**config.mk**
```make
export PLATFORM = sky130hd
export DESIGN_NAME = pwm_phase_spreader
export DESIGN_NICKNAME = d
export VERILOG_FILES = /design/src/rtl/pwmspread_pkg.sv /design/src/rtl/pwmspread_edge.sv /design/src/rtl/pwmspread_meter.sv /design/src/rtl/pwmspread_tracker.sv /design/src/rtl/pwmspread_lane.sv /design/src/rtl/pwm_phase_spreader.sv
export SDC_FILE = /design/constraint.sdc
export NUM_CORES = 2
export LEC_CHECK = 0
export ABC_AREA = 1
export CAP_MARGIN = 40
export CORE_MARGIN = 10
export CORE_UTILIZATION = 30
export CTS_BUF_LIST = sky130_fd_sc_hd__clkbuf_8 sky130_fd_sc_hd__clkbuf_16
export CTS_CLUSTER_DIAMETER = 60
export DETAILED_ROUTE_END_ITERATION = 6
export GPL_ROUTABILITY_DRIVEN = 0
export PLACE_DENSITY = 0.42
export SYNTH_ARGS = -nofsm -noshare
export SYNTH_HDL_FRONTEND = slang
export SYNTH_SLANG_ARGS = --single-unit
```
**constraint.sdc**
```tcl
create_clock -name clk -period 9 [get_ports clk]
set_clock_uncertainty 0.15 [all_clocks]
set_input_delay 1.8 -clock clk [delete_from_list [all_inputs] [get_ports clk]]
set_output_delay 1.8 -clock clk [all_outputs]
set_load 0.02 [all_outputs]
```
**src/rtl/pwmspread_pkg.sv**
```systemverilog
package pwmspread_pkg;

    // width of every cycle counter in the block
    localparam int CNT_W = 16;
    // number of string lanes the block drives
    localparam int LANES = 16;

    typedef logic [CNT_W-1:0] cnt_t;

    // sampled view of the dimming input
    typedef struct packed {
        logic rise;   // rising edge at this sample
        logic level;  // current sample value
    } edge_t;

    // result of the period measurement, valid at a rising edge
    typedef struct packed {
        logic ok;     // a spread period is in force
        cnt_t step;   // per-lane delay increment in cycles
    } meas_t;

    function automatic cnt_t sat_inc(cnt_t v);
        return (v == '1) ? v : v + 1'b1;
    endfunction

    // delay of one lane: its index times the step
    function automatic cnt_t lane_delay(int unsigned idx, cnt_t step);
        return cnt_t'(idx) * step;
    endfunction

endpackage

```
**src/rtl/pwmspread_edge.sv**
```systemverilog
module pwmspread_edge
    import pwmspread_pkg::*;
(
    input  logic  clk,
    input  logic  rst,
    input  logic  pwm_in,
    output edge_t ev
);

    logic prev_q;

    always_ff @(posedge clk) begin
        if (rst) begin
            prev_q <= 1'b0;
        end else begin
            prev_q <= pwm_in;
        end
    end

    always_comb begin
        ev.level = pwm_in;
        ev.rise  = pwm_in & ~prev_q;
    end

endmodule

```
**src/rtl/pwmspread_meter.sv**
```systemverilog
module pwmspread_meter
    import pwmspread_pkg::*;
#(
    parameter int SHIFT = 4
)(
    input  logic  clk,
    input  logic  rst,
    input  logic  rise,
    input  logic  ext_mode,
    output meas_t meas
);

    cnt_t per_q;
    logic ovf_q;
    logic seen_q;

    always_ff @(posedge clk) begin
        if (rst) begin
            per_q  <= '0;
            ovf_q  <= 1'b0;
            seen_q <= 1'b0;
        end else if (rise) begin
            per_q  <= cnt_t'(1);
            ovf_q  <= 1'b0;
            seen_q <= 1'b1;
        end else if (per_q == '1) begin
            ovf_q  <= 1'b1;
        end else begin
            per_q  <= per_q + 1'b1;
        end
    end

    always_comb begin
        meas.ok   = seen_q & ~ovf_q & ext_mode;
        meas.step = meas.ok ? (per_q >> SHIFT) : '0;
    end


    period_ovf_chk: assert property (@(posedge clk) disable iff (rst)
        (!rise && per_q == '1 && seen_q) |=> !meas.ok);

endmodule

```
**src/rtl/pwmspread_tracker.sv**
```systemverilog
module pwmspread_tracker
    import pwmspread_pkg::*;
(
    input  logic  clk,
    input  logic  rst,
    input  edge_t ev,
    output cnt_t  highs_now
);

    cnt_t highs_q;

    // high samples seen in the current period, this sample included
    always_comb begin
        if (ev.rise) begin
            highs_now = cnt_t'(1);
        end else if (ev.level) begin
            highs_now = sat_inc(highs_q);
        end else begin
            highs_now = highs_q;
        end
    end

    always_ff @(posedge clk) begin
        if (rst) begin
            highs_q <= '0;
        end else begin
            highs_q <= highs_now;
        end
    end

endmodule

```
**src/rtl/pwmspread_lane.sv**
```systemverilog
module pwmspread_lane
    import pwmspread_pkg::*;
#(
    parameter int IDX = 0
)(
    input  logic  clk,
    input  logic  rst,
    input  edge_t ev,
    input  cnt_t  step,
    input  cnt_t  highs_now,
    output logic  lane_on
);

    cnt_t dly_q, dly_n;
    cnt_t wid_q, wid_n;
    cnt_t load;
    logic on_n;

    assign load = lane_delay(IDX, step);

    always_comb begin
        dly_n = dly_q;
        wid_n = wid_q;
        on_n  = 1'b0;
        if (ev.rise) begin
            dly_n = load;
            on_n  = (load == '0);
            wid_n = on_n ? cnt_t'(1) : '0;
        end else begin
            if (dly_q != '0) begin
                dly_n = dly_q - 1'b1;
            end
            if (dly_n == '0) begin
                // replay while the input is still high or high samples are owed
                on_n = ev.level || (wid_q < highs_now);
                if (on_n) begin
                    wid_n = sat_inc(wid_q);
                end
            end
        end
    end

    always_ff @(posedge clk) begin
        if (rst) begin
            dly_q   <= '0;
            wid_q   <= '0;
            lane_on <= 1'b0;
        end else begin
            dly_q   <= dly_n;
            wid_q   <= wid_n;
            lane_on <= on_n;
        end
    end


    width_bound_chk: assert property (@(posedge clk) disable iff (rst)
        !ev.rise |-> (wid_q <= highs_now));

endmodule

```
**src/rtl/pwm_phase_spreader.sv**
```systemverilog
module pwm_phase_spreader
    import pwmspread_pkg::*;
#(
    parameter int NUM_OUT = LANES
)(
    input  logic               clk,
    input  logic               rst,
    input  logic               ext_mode,
    input  logic               pwm_in,
    output logic [NUM_OUT-1:0] str_en
);

    localparam int SHIFT = $clog2(NUM_OUT);

    edge_t ev;
    meas_t meas;
    cnt_t  highs_now;

    pwmspread_edge u_edge (
        .clk    (clk),
        .rst    (rst),
        .pwm_in (pwm_in),
        .ev     (ev)
    );

    pwmspread_meter #(.SHIFT(SHIFT)) u_meter (
        .clk      (clk),
        .rst      (rst),
        .rise     (ev.rise),
        .ext_mode (ext_mode),
        .meas     (meas)
    );

    pwmspread_tracker u_track (
        .clk       (clk),
        .rst       (rst),
        .ev        (ev),
        .highs_now (highs_now)
    );

    for (genvar k = 0; k < NUM_OUT; k++) begin : g_lane
        pwmspread_lane #(.IDX(k)) u_lane (
            .clk       (clk),
            .rst       (rst),
            .ev        (ev),
            .step      (meas.step),
            .highs_now (highs_now),
            .lane_on   (str_en[k])
        );
    end


    lane0_copy_chk: assert property (@(posedge clk) disable iff (rst)
        !$past(rst) |-> (str_en[0] == $past(pwm_in)));


    spread_start_chk: assert property (@(posedge clk) disable iff (rst)
        (ev.rise && meas.ok && meas.step != '0) |=> (str_en[NUM_OUT-1:1] == '0));


    no_meas_chk: assert property (@(posedge clk) disable iff (rst)
        (ev.rise && !meas.ok) |=> (&str_en));


    mode_off_chk: assert property (@(posedge clk) disable iff (rst)
        (ev.rise && !ext_mode) |=> (&str_en));

endmodule

```
After elaboration in Yosys (flattened, before gate mapping)
Index checks and enable logic that the tools add are counted.
{ "word_totals": {"ff_bits": 563, "out_inout_bits": 16, "word_cells": 441} }
{ "op_classes": {"add_sub_neg": 34, "mul": 11, "n_lt_le_gt_ge": 16, "n_eq_ne": 35, "mux": 164, "bitwise_logic": 6, "reduce_logical": 113} }
{ "ops": {"columns": ["op", "count"], "rows": [
  ["2-to-1 mux 16 bit", 110],
  ["logical NOT 16 bit", 31],
  ["adder 16 x 1 -> 16 bit, second input constant", 18],
  ["equality test 16 bit, second input constant", 18],
  ["less-than comparator 16 bit", 16],
  ["nonzero test 16 bit", 16],
  ["subtractor 16 x 1 -> 16 bit, second input constant", 16],
  ["multiplier 4 x 12 -> 16 bit, first input constant", 4],
  ["nonzero test 2 bit", 32],
  ["multiplier 3 x 12 -> 15 bit, first input constant", 4],
  ["2-to-1 mux 1 bit", 53],
  ["AND reduction 3 bit", 17],
  ["multiplier 2 x 12 -> 14 bit, first input constant", 3],
  ["!= test 2 bit, second input constant", 16],
  ["logical OR 1 bit", 16],
  ["2-to-1 mux 12 bit", 1],
  ["bitwise AND 1 bit", 3],
  ["inverter 1 bit", 3],
  ["!= test 2 x 1 -> 1 bit, second input constant", 1],
  ["OR reduction 2 bit", 1]
]} }

Depth between registers and ports, before layout
{ "depth": {"ltp_word": 9, "ltp_mapped": 27} }

Modules after synthesis
A second synthesis with hierarchy kept.
{ "unflattened": {"hier_cells": 9003, "area_unflattened_um2": 56264.0} }
{ "by_module_without_submodules": {"columns": ["mod", "instances", "cells_per_inst", "area_each_um2", "seq_area_each_um2"], "rows": [
  ["pwmspread_lane (g_lane[15].u_lane)", 1, 694, 4311.6, 660.6],
  ["pwmspread_lane (g_lane[11].u_lane)", 1, 634, 3993.8, 660.6],
  ["pwmspread_lane (g_lane[13].u_lane)", 1, 621, 3941.3, 660.6],
  ["pwmspread_lane (g_lane[5].u_lane)", 1, 613, 3799.9, 660.6],
  ["pwmspread_lane (g_lane[7].u_lane)", 1, 586, 3721.1, 660.6],
  ["pwmspread_lane (g_lane[14].u_lane)", 1, 546, 3535.9, 660.6],
  ["pwmspread_lane (g_lane[9].u_lane)", 1, 567, 3482.1, 660.6],
  ["pwmspread_lane (g_lane[3].u_lane)", 1, 565, 3398.3, 660.6],
  ["pwmspread_lane (g_lane[10].u_lane)", 1, 535, 3382.0, 660.6],
  ["pwmspread_lane (g_lane[6].u_lane)", 1, 566, 3349.5, 660.6],
  ["pwmspread_lane (g_lane[12].u_lane)", 1, 539, 3289.4, 660.6],
  ["pwmspread_lane (g_lane[2].u_lane)", 1, 454, 2881.5, 660.6],
  ["pwmspread_lane (g_lane[8].u_lane)", 1, 438, 2830.2, 660.6],
  ["pwmspread_lane (g_lane[1].u_lane)", 1, 455, 2787.7, 660.6],
  ["+5 rows", null, null, null, null]
]} }

Least setup slack after synthesis
Ideal clock, no wire load.
{ "synth_path": {"kind": "input to register", "start": "input port ext_mode", "end": "register g_lane[15].u_lane.wid_q[0]", "setup_ps": 64, "arrival_ps": 5815, "t_required_ps": 8786, "path_slack_ps": 2972, "cell_stages": 21, "path_buffers": 1, "cell_sequence": "nand3_1 buf_4 nor2_1 inv_1 fa_1 inv_1 fa_1 ha_1 nand2_1 inv_1 a221oi_1 nand2_1 nand3_1 nand3_1 nand2_1 nand2_1 nor2_1 nand4_1 o21ai_0 nor2_1 nor2_1"} }
{ "synth_between": {"elab_chain_cells": 6} }
{ "synth_lines": {"columns": ["item", "line_no", "source"], "rows": [
  ["from (decl)", "pwm_phase_spreader.sv:8", "input logic ext_mode,"],
  ["bitwise AND 1 bit", "pwmspread_meter.sv:34", "meas.ok = seen_q & ~ovf_q & ext_mode;"],
  ["2-to-1 mux 12 bit", "pwmspread_meter.sv:35", "meas.step = meas.ok ? (per_q >> SHIFT) : '0;"],
  ["multiplier 4 x 12 -> 16 bit", "pwmspread_pkg.sv:28", "return cnt_t'(idx) * step;"],
  ["logical NOT 16 bit", "pwmspread_lane.sv:27", "on_n = (load == '0);"],
  ["2-to-1 mux 1 bit", "pwmspread_lane.sv:28", "wid_n = on_n ? cnt_t'(1) : '0;"],
  ["2-to-1 mux 16 bit", "pwmspread_lane.sv:25", "if (ev.rise) begin"],
  ["to (signal assigned)", "pwmspread_lane.sv:50", "wid_q <= wid_n;"],
  ["to (decl)", "pwmspread_lane.sv:15", "cnt_t wid_q, wid_n;"]
]} }
Every way passes these cells.
A chain may end at the register's enable or synchronous reset.

Worst setup path after layout
Same ends and word-level chain as after synthesis.

==> results.json <==
{
  "drive_above_1_share_pct": 8.02,
  "synth_fp_nets": 7127,
  "num_vias": 43750,
  "dp_slack_ps": 1670,
  "power_density_mw_per_mm2": 276,
  "critPathArrivalTime_ps": 7110,
  "r2r_end": "g_lane[6].u_lane.wid_q[9]$_SDFFE_PP0P_",
  "rrSetupSlack_ps": 3430,
  "die_y_um": 409,
  "drc": 0,
  "yosysTopAreaCell": "dfxtp_1",
  "cts_resized": 0,
  "drt_iter0_markers": 2598,
  "synthCells": 6698,
  "post-route-period-util_pct": 73.5,
  "start_kind": "input port",
  "portBuffers": 19,
  "grt_use_met1_pct": 24.8,
  "crit_cells": 23,
  "top_usage_layer": "met2",
  "dieArea_mm2": 0.167,
  "slowest_delay_ps": 580,
  "yosys-top-cells-area": "dfxtp_1 25%, nand2_1 11%, ha_1 11%, nor2_1 8.3%, xor2_1 7.0%",
  "antenna_found_initial": 4,
  "whs_path_depth": 2,
  "wl_um": 157000,
  "timing.fmax_mhz": 151,
  "cts_tree": "yes",
  "die_w_um": 409,
  "fin_ws_ps": 2380,
  "synth_cell_types": 65,
  "track_usage_pct": 18.2,
  "drt-pass1-iter-count": 7,
  "dp.cells": 8569,
  "coreArea_mm2": 0.150,
  "grt_pass1_wl_um": 247000,
  "synthArstFlopShare_pct": 0,
  "setup_tns_ps": 0,
  "routed_via_density": 5.00,
  "post_cts_buffers": 0,
  "worst_slew_pin_slew_ps": 885,
  "synth_edf_count": 0,
  "crit_chain": "clkdlybuf4s50_1, nand2_1, nor2_1, nand2_1, inv_1, ha_1, inv_1, fa_1, fa_1, o21ai_0, nand2_1, o211ai_1, nand2_1, nand2_1, nand2_1, nand2_1, xor2_1, nand2_1, nor2_1, nand4_1, o21ai_0, nor2_1, nor2_1",
  "post-dp-hpwl_um": 113000,
  "ir_worst_vdd_v": 0.000156,
  "grt_pass1_vias": 43283,
  "slowest_stage": "fa_1",
  "synth.avg_cell_area_um2": 6.79,
  "drv_cap": 0,
  "clock-sinks": 563,
  "yosysWarnings": 0,
  "root_buffer": "clkbuf_16",
  "critPathMaxFanout": 11,
  "cts.clk_slew.worst_paths_ps": 60,
  "cts_made_buffers": 98,
  "min_path_type": "reg -> reg",
  "fin_cells": 8753,
  "crit_path_frequent_cell": "nand2_1",
  "cts_buffer_depth": 3,
  "grt-ovfl-total": 0,
  "crit_type": "in -> reg",
  "slew_violations": 0,
  "rows": 142,
  "seq_area_frac_synth_pct": 24.8,
  "grtUsageMet2_pct": 29.7,
  "routedWlPerCell_um": 17.9,
  "met3_usage_pct": 2.70,
  "synth_flop_cell": "dfxtp_1",
  "mostFrequentLayoutCell": "nand2_1",
  "finalHoldViolations": 0,
  "synth_area_mm2": 0.0455,
  "clk_latency_ps": 720,
  "initial_core_util_pct": 30.3,
  "ff2ff_path_depth": 24,
  "fin_crit_ps": 6620,
  "crit_required_ps": 9490,
  "grt_max_degree": 105,
  "synthToLayoutAreaGrowth_pct": 12.5,
  "p_leak_nw": 22.1,
  "critPathBufInv": 3,
  "min_from": "u_meter.per_q[1]$_SDFFE_PP0P_",
  "holdBufCountCts": 0,
  "crit_path_start": "ext_mode",
  "yosysTopAreaCellShare_pct": 24.8,
  "synth-seq-cells": 563,
  "rsz0062_at_grt": "no",
  "layout_common_cells": "1387 x nand2_1, 995 x nor2_1, 616 x inv_1",
  "cp-end-kind": "flip-flop",
  "setup_viol": 0,
  "path_delay_family": "simple AND/OR/NAND/NOR gates",
  "ant_nets": 0,
  "h-tree-depth": 3,
  "nNetsFinal": 7082,
  "r2r-start": "u_track.highs_q[0]$_SDFF_PP0_",
  "holdPathEnd": "u_meter.per_q[1]$_SDFFE_PP0P_",
  "top_level_ports": 20,
  "status": "finished, final reports clean",
  "relSlewSlack_pct": 41.0
}
[worst max path at each step]
stage,slack (ps),to
finish,2380,g_lane[15].u_lane.wid_q[0]$_SDFFE_PP0P_
detailed placement,1670,g_lane[15].u_lane.wid_q[0]$_SDFFE_PP0P_
global placement,1710,g_lane[15].u_lane.wid_q[0]$_SDFFE_PP0P_
global route,1920,g_lane[15].u_lane.wid_q[0]$_SDFFE_PP0P_
floorplan,2970,g_lane[15].u_lane.wid_q[0]$_SDFFE_PP0P_
CTS,2430,g_lane[15].u_lane.wid_q[0]$_SDFFE_PP0P_
[layer usage]
layer	up-vias	routed length [µm]
li1	22389	-
met1	20454	76400
met2	689	70500
met3	216	5760
met4	2	4310
met5	-	13
[synth_stat cells (4+ instances only)]
cell type / instances
o21ai_1: 5
inv_2: 4
a211oi_1: 27
buf_12: 5
a21oi_2: 85
a21o_1: 5
and3_1: 7
inv_1: 613
nand3_4: 12
fa_1: 41
ha_1: 384
clkbuf_1: 129
buf_8: 5
o21a_1: 4
buf_6: 4
nand3_1: 302
nand2_4: 12
nand2_1: 1388
nand2_2: 120
o21bai_1: 6
a31oi_1: 23
nand4_1: 399
nor3_1: 180
nand3_2: 7
a21oi_1: 344
nor2_1: 1002
nor4_1: 91
nand3b_1: 15
buf_1: 4
xor2_1: 363
nor3b_1: 30
xnor2_1: 91
o21ai_0: 210
nor2_2: 14
buf_4: 39
a2111oi_0: 13
or2_2: 24
nor3_2: 5
o211ai_1: 5
buf_2: 29
o31ai_1: 5
o22ai_1: 48
or2_1: 4
dfxtp_1: 563
[cell families (layout without fill, tap and decap cells)]
family	after synthesis	in the layout	synth area share, %
XOR/XNOR	454	454	8.75
flip-flops	563	563	24.8
AO/OA/AOI/OAI	799	799	10.3
buffers and inverters	833	867	7.66
multiplexers	1	1	0.0220
adder cells (fa/ha/maj)	425	425	12.4
other	0	5	0
AND/OR/NAND/NOR	3623	3623	36.1
[power breakdown]
group	total (W)	switching (W)	leakage [nW]	internal, W
registers	0.00334	0.000410	4.58	0.00293
clock network	0.00390	0.00151	1.67	0.00239
logic	0.00689	0.00464	15.9	0.00225
total	0.0141	0.00656	22.1	0.00757
[state kept, by name, summed over array words and instances, names as in the netlist]
signal / flops
u_meter.per_q: 16
u_edge.prev_q: 1
u_track.highs_q: 16
u_meter.seen_q: 1
g_lane.u_lane.dly_q: 256
g_lane.u_lane.lane_on: 16
u_meter.ovf_q: 1
g_lane.u_lane.wid_q: 256
[cell type report]
cell class                      count  area [µm²]
Fill cell                       16402       99000
Multi-Input combinational cell   5302       30800
Sequential cell                   563       11300
Clock buffer                      108        2600
Tap cell                         2016        2520
Inverter                          617        2330
Timing Repair Buffer               71         801
Clock inverter                     71         793
Antenna cell                        5        12.5
[tightest hold or removal path, stage by stage (launching register included)]
cell,delay [ps]
dfxtp_1,310
inv_1,60
a21oi_1,60
[through the flow]
| step | hold slack, ps | cell area [µm²] | util [%] | total power [W] |
|---|---|---|---|---|
| floorplan | 299 | 45500 | - | 0.00865 |
| global placement | 324 | 47400 | 31.6 | 0.0103 |
| detailed placement | 324 | 47700 | 31.8 | 0.0102 |
| CTS | 331 | 51100 | 34.1 | 0.0143 |
| global route | 345 | 51100 | 34.1 | 0.0154 |
| finish | 325 | 51100 | 34.1 | 0.0141 |
No activity file was read; power rests on OpenSTA's default activity.
